==> src/rtl/usb_line_force_pkg.sv <==
package usb_line_force_pkg;

  typedef enum logic [1:0] {
    CODE_PASS = 2'b00,
    CODE_SE0  = 2'b01,
    CODE_J    = 2'b10,
    CODE_K    = 2'b11
  } forceCode_e;

  typedef struct packed {
    logic forceActive;
    logic driveSe0;
    logic driveDpHigh;
    logic driveDmHigh;
    logic holdEngine;
  } lineStrb_t;

endpackage

==> src/rtl/usb_line_force_ctrl.sv <==
module usb_line_force_ctrl
  import usb_line_force_pkg::*;
(
  input  logic      clk,
  input  logic      rstN,
  input  logic [1:0] forceCode,
  input  logic      lowSpeed,
  input  logic      polSwap,
  output lineStrb_t strb
);

  forceCode_e code;
  logic swapJk;

  assign code   = forceCode_e'(forceCode);
  assign swapJk = lowSpeed & polSwap;

  always_comb begin
    strb = '0;
    unique case (code)
      CODE_PASS: ;
      CODE_SE0: begin
        strb.forceActive = 1'b1;
        strb.driveSe0    = 1'b1;
        strb.holdEngine  = 1'b1;
      end
      CODE_J: begin
        strb.forceActive = 1'b1;
        strb.driveDpHigh = ~swapJk;
        strb.driveDmHigh = swapJk;
      end
      CODE_K: begin
        strb.forceActive = 1'b1;
        strb.driveDpHigh = swapJk;
        strb.driveDmHigh = ~swapJk;
      end
      default: ;
    endcase
  end

  // a forced code selects exactly one line level
  p_one_level_r8: assert property (@(posedge clk) disable iff (!rstN)
    strb.forceActive |-> ($countones({strb.driveSe0, strb.driveDpHigh, strb.driveDmHigh}) == 1));

  // with swap active the J code drives D- high
  p_swap_j_r6: assert property (@(posedge clk) disable iff (!rstN)
    (forceCode == 2'b10 && lowSpeed && polSwap) |-> strb.driveDmHigh);

  // one bit alone does not exchange levels
  p_no_swap_r7: assert property (@(posedge clk) disable iff (!rstN)
    (forceCode == 2'b10 && !(lowSpeed && polSwap)) |-> strb.driveDpHigh);

endmodule

==> src/rtl/usb_line_force_dp.sv <==
module usb_line_force_dp
  import usb_line_force_pkg::*;
#(
  parameter bit OUT_REG = 1'b1
) (
  input  logic      clk,
  input  logic      rstN,
  input  lineStrb_t strb,
  input  logic      txDp,
  input  logic      txDm,
  input  logic      txOe,
  output logic      lineDp,
  output logic      lineDm,
  output logic      lineOe,
  output logic      engineHold
);

  logic nextDp, nextDm, nextOe;

  always_comb begin
    if (strb.forceActive) begin
      nextDp = strb.driveDpHigh;
      nextDm = strb.driveDmHigh;
      nextOe = 1'b1;
    end else begin
      nextDp = txDp;
      nextDm = txDm;
      nextOe = txOe;
    end
  end

  generate
    if (OUT_REG) begin : g_reg
      logic dpQ, dmQ, oeQ, holdQ, liveQ;

      always_ff @(posedge clk or negedge rstN) begin
        if (!rstN) begin
          dpQ   <= 1'b0;
          dmQ   <= 1'b0;
          oeQ   <= 1'b0;
          holdQ <= 1'b0;
          liveQ <= 1'b0;
        end else begin
          dpQ   <= nextDp;
          dmQ   <= nextDm;
          oeQ   <= nextOe;
          holdQ <= strb.holdEngine;
          liveQ <= 1'b1;
        end
      end

      assign lineDp     = dpQ;
      assign lineDm     = dmQ;
      assign lineOe     = oeQ;
      assign engineHold = holdQ;

      p_se0_r3: assert property (@(posedge clk) disable iff (!rstN)
        (liveQ && $past(strb.driveSe0)) |-> (!lineDp && !lineDm && lineOe));

      p_pass_r2: assert property (@(posedge clk) disable iff (!rstN)
        (liveQ && !$past(strb.forceActive)) |->
          (lineDp == $past(txDp) && lineDm == $past(txDm) && lineOe == $past(txOe)));

      p_force_oe_r8: assert property (@(posedge clk) disable iff (!rstN)
        (liveQ && $past(strb.forceActive)) |-> lineOe);

      p_hold_r9: assert property (@(posedge clk) disable iff (!rstN)
        liveQ |-> (engineHold == $past(strb.holdEngine)));
    end else begin : g_comb
      assign lineDp     = nextDp;
      assign lineDm     = nextDm;
      assign lineOe     = nextOe;
      assign engineHold = strb.holdEngine;

      p_force_oe_r8: assert property (@(posedge clk) disable iff (!rstN)
        strb.forceActive |-> lineOe);
    end
  endgenerate

endmodule

==> src/rtl/usb_line_force.sv <==
module usb_line_force
  import usb_line_force_pkg::*;
#(
  parameter bit OUT_REG = 1'b1
) (
  input  logic       clk,
  input  logic       rstN,
  input  logic [1:0] forceCode,
  input  logic       lowSpeed,
  input  logic       polSwap,
  input  logic       txDp,
  input  logic       txDm,
  input  logic       txOe,
  output logic       lineDp,
  output logic       lineDm,
  output logic       lineOe,
  output logic       engineHold
);

  lineStrb_t strb;

  usb_line_force_ctrl u_ctrl (
    .clk       (clk),
    .rstN      (rstN),
    .forceCode (forceCode),
    .lowSpeed  (lowSpeed),
    .polSwap   (polSwap),
    .strb      (strb)
  );

  usb_line_force_dp #(.OUT_REG(OUT_REG)) u_dp (
    .clk        (clk),
    .rstN       (rstN),
    .strb       (strb),
    .txDp       (txDp),
    .txDm       (txDm),
    .txOe       (txOe),
    .lineDp     (lineDp),
    .lineDm     (lineDm),
    .lineOe     (lineOe),
    .engineHold (engineHold)
  );

endmodule

==> config.mk <==
export PLATFORM = sky130hd
export DESIGN_NAME = usb_line_force
export DESIGN_NICKNAME = d
export VERILOG_FILES = /design/src/rtl/usb_line_force_pkg.sv /design/src/rtl/usb_line_force_ctrl.sv /design/src/rtl/usb_line_force_dp.sv /design/src/rtl/usb_line_force.sv
export SDC_FILE = /design/constraint.sdc
export NUM_CORES = 1
export LEC_CHECK = 0
export ABC_AREA = 1
export BUFFER_PORTS_ARGS = -buffer_cell sky130_fd_sc_hd__buf_4
export CORE_AREA = 2 2 39 41
export CTS_CLUSTER_SIZE = 14
export DETAILED_ROUTE_END_ITERATION = 8
export DIE_AREA = 0 0 41 43
export SLEW_MARGIN = 20
export SYNTH_ARGS = -nofsm -noshare
export SYNTH_HDL_FRONTEND = slang
export SYNTH_SLANG_ARGS = --single-unit
==> constraint.sdc <==
create_clock -name clk -period 0.8 [get_ports clk]
set_clock_uncertainty 0.05 [all_clocks]
set_input_delay 0.04 -clock clk [delete_from_list [all_inputs] [get_ports clk]]
set_output_delay 0.04 -clock clk [all_outputs]
set_load 0.03 [all_outputs]
**Word-level counts from Yosys, hierarchy flattened**

Cells that the tools add are included.

- Input bits: 9
- Output and inout bits: 4
- Logic and storage cells: 16
- Bits in registers: 4

- Reduce and logical (&&, ||, !) cells: 1
- Eq/ne operators: 3
- Multiplexer cells: 6
- Bitwise gates (word level): 2

Operator list:

| operator | count |
|---|---|
| $mux 1 | 5 |
| $eq 2x2->1 const B | 2 |
| $pmux 2 s2 | 1 |
| $reduce_or 3->1 | 1 |
| $eq 2x1->1 const B | 1 |
| $and 1x1->1 | 1 |
| $not 1->1 | 1 |

**Logic depth before layout (Yosys ltp)**

- Depth after elaboration: 4
- Mapped depth: 4
- Mapped depth without buffers: 4

**Hierarchy**

Synthesis repeated with hierarchy kept, for this count alone.

- Cells, all modules: 28
- Area total of the unflattened synthesis: 197.7 µm²

By module, submodules not included:

| module | sequential area each (µm²) | cells an instance | times used | area an instance (µm²) |
|---|---|---|---|---|
| usb_line_force_dp | 100.1 | 12 | 1 | 132.6 |
| usb_line_force_ctrl | 0.0 | 16 | 1 | 65.1 |

**Worst setup path before layout**

No wires, ideal clock.

- Path kind: register to output
- Start: reg u_dp.g_reg.holdQ (netlist: u_dp.engineHold)
- End: out engineHold
- Path buffers: 0
- Data arrival time: 467 ps
- Stages on the path, launching flop included: 1
- Required time: 710 ps
- Path slack: 243 ps
- Cell sequence: dfrtp_1

RTL lines:

| what | RTL line | RTL |
|---|---|---|
| start: declaration | usb_line_force_dp.sv:34 | `logic dpQ, dmQ, oeQ, holdQ, liveQ;` |
| start signal: assignment | usb_line_force_dp.sv:47 | `holdQ <= strb.holdEngine;` |
| end: declaration | usb_line_force.sv:17 | `output logic engineHold` |

No word-level cell between the ends.

**Final worst setup path**

- Start: reg u_dp.g_reg.holdQ (netlist: u_dp.engineHold)
- End: out engineHold

No word-level cell between the ends.

==> flow_summary_export.csv <==
group,metric,value,unit
sta,slew_headroom,86.74,%
floorplanning,num_rows,14,
yosys,yosysWarnings,0,
floorplanning,die_area,1763,um^2
cts,path_clk_slew,0.03,ns
sta,fin_ws,-0.01515,ns
power,clkPwrFrac,39.7,%
yosys,syn_area,175.2,um^2
power,ir_drop,426.0,uV
global_routing,grt_usage,5.639,%
worst_hold_path,min_path_type,"primary input to register",
placed_design,portBuffers,12,
sta,whs,0.009582,ns
yosys,synthDistinctLibCells,6,
worst_setup_path,crit_cells,1,
power,seqPwrFrac,37.1,%
floorplanning,io_pins,13,
cts,cts_tree,"yes",
worst_setup_path,cp.required,0.71,ns
sta,hold_viol,0,
layout,num_antenna_cells,0,
worst_setup_path,worstSetupStartpoint,"u_dp.engineHold$_DFF_PN0_",
sta,final-setup-viol-count,4,
floorplanning,die_w,41,um
worst_setup_path,endpoint,"engineHold",
power,internal-power,460.3,uW
worst_setup_path,cp_num_buf_inv,1,
worst_setup_path,cp_slowest_cell,"dfrtp_1",
layout,multiInputGateArea,56.30,um^2
global_routing,grt_pass1_wl,572,um
run_status,status,"finished, violations left",
detailed_routing,drtIter0Drc,0,
power,leakagePower,0.1986,nW
yosys,synth_cells,23,
worst_setup_path,worst_setup_path_start_kind,"register",
cts,root_buffer,"clkbuf_4",
worst_setup_path,endpoint_kind,"output port",
yosys,syn-num-nets,32,
placed_design,dp.cells,51,
yosys,ys_ff_latch,4,
sta,post-route-period-util,101.9,%
worst_setup_path,cp_max_fo,1,
detailed_routing,drtAntennaViolNets,0,
layout,num-fill-cells,162,
cts,numCtsBuffers,3,
power,finalPower,600.9,uW
yosys,netlist_top_cells_area,"dfrtp_1 (57%), nand2_1 (17%), nand3_1 (8.6%)",
sta,rsz0062_at_grt,"yes",
layout,syn_to_final_growth,112.9,%
global_routing,antenna_found_initial,0,
yosys,synth-seq-area-share,57.14,%
detailed_routing,post_drt_wl_per_cell,6.390,um
yosys,syn_area_per_cell,7.616,um^2
detailed_routing,drc,0,
yosys,synth_area_leader_cell,"dfrtp_1",
floorplanning,dieHeight,43,um
global_routing,grt_max_degree,6,
layout,drive_gt1_share,34.88,%
placed_design,place_congestion,0.6839,
floorplanning,coreArea,1384,um^2
layout,num-nets-final,54,
global_routing,overflow,0,
worst_setup_path,slowest_delay,0.36,ns
sta,worst_pin_slew,0.1982,ns
sta,fin_crit,0.8151,ns
power,p_per_area,1612,nW/um^2
sta,max_freq,1227,MHz
cts,ctsHtreeMaxLevel,1,
cts,clock_sinks,4,
detailed_routing,avgViaCountPerCell,3.220,
floorplanning,start_util,12.66,%
cts,clk_path_buf_depth,2,
layout,final-seq-area,100.1,um^2
detailed_routing,drt-total-wl,377,um
placed_design,dpl.hpwl,307.4,um
worst_setup_path,path_class,"register to output port",
run,drv_cap,0,
worst_setup_path,critPathArrivalTime,0.73,ns
sta,finalMaxSlewViolations,0,
worst_setup_path,path_cells,"buf_6",
detailed_routing,vias,190,
detailed_routing,drt_first_pass_iters,1,
run_status,violations,"negative setup slack",
global_routing,first_global_vias,176,
worst_hold_path,holdPathStages,3,
layout,stdcell_count,59,
worst_setup_path,crit_family,"flip-flops",
power,p_comb_share,23.2,%
power,p_sw_share,23.39,%
yosys,yosysTopAreaCellShare,57.14,%
power,power_switching,140.6,uW
-- metal layers --
layer | global-route usage, % | part of all wire [%] | up-vias
li1 | - | - | 107
met1 | 5.844 | 40 | 68
met2 | 5.938 | 43 | 13
met3 | 0.5236 | 13 | 2
met4 | 12.00 | 3.7 | 0
met5 | 0 | 0 | -
-- what timing repair did --
action	4_1_cts	5_1_grt
hold buffers	5	0
setup buffers	0	0
endpoints found under the setup margin	4	4
resized for setup	4	0
endpoints found under the hold margin	8	0
-- sequential cells by signal, summed over array words and instances (netlist names) --
register / cells
u_dp.lineOe: 1
u_dp.lineDm: 1
u_dp.engineHold: 1
u_dp.lineDp: 1
-- stage by stage --
stage               utilization, %  setup TNS, ns  setup WS (ns)  cell area (um^2)
floorplan                        -              0         0.2426             175.2
global placement             20.61              0         0.1898             285.3
detailed placement           20.61              0         0.1644             285.3
CTS                          26.94        -0.1141       -0.03030             372.9
global route                 26.94        -0.1385       -0.03669             372.9
finish                       26.94       -0.05720       -0.01515             372.9
-- cells in the final DEF, fill, tap and decap left out, drive strengths merged --
| cell type | synthesis | final |
|---|---|---|
| dfrtp | 4 | 4 |
| clkinv | 1 | 1 |
| clkbuf | 0 | 3 |
| buf | 0 | 12 |
| nand2 | 8 | 8 |
| nor2 | 3 | 3 |
| nand3 | 3 | 3 |
| inv | 4 | 4 |
| dlygate4sd3 | 0 | 5 |
-- power by group through the flow --
stage,clock network [mW],logic (mW),registers [mW]
final,0.239,0.139,0.223
after CTS,0.258,0.141,0.223
after global placement,0,0.114,0.223
after floorplan,0,0.0231,0.251
after detailed placement,0,0.114,0.223
after global routing,0.264,0.152,0.223
-- kinds of logic after synthesis --
family / Yosys count / share of synthesized area, %
AND/OR/NAND/NOR: 14 / 32.14
flip-flops: 4 / 57.15
buffers and inverters: 5 / 10.71
-- synth_stat cells --
library cell	instances
inv_1	4
nand3_1	3
nand2_1	8
nor2_1	3
clkinv_1	1
dfrtp_1	4
-- area by class of cell --
type                       instances  share of cell area (%)
clock buffer                       3                   6.040
inverter                           5                   5.034
multi-input combinational         14                   15.10
sequential                         4                   26.85
tap                               16                   5.369
timing repair buffer              17                   41.61
-- worst min path at each step --
stage	from	to	slack, ns
2_1_floorplan	rstN	u_dp.engineHold$_DFF_PN0_	-0.31
3_3_place_gp	rstN	u_dp.lineOe$_DFF_PN0_	-0.21
3_5_place_dp	rstN	u_dp.engineHold$_DFF_PN0_	-0.21
4_1_cts	forceCode[0]	u_dp.lineOe$_DFF_PN0_	0.005
5_1_grt	forceCode[0]	u_dp.lineOe$_DFF_PN0_	0.02
6_report	forceCode[0]	u_dp.lineOe$_DFF_PN0_	0.01
Note: power is estimated with default switching activity, not from simulation.
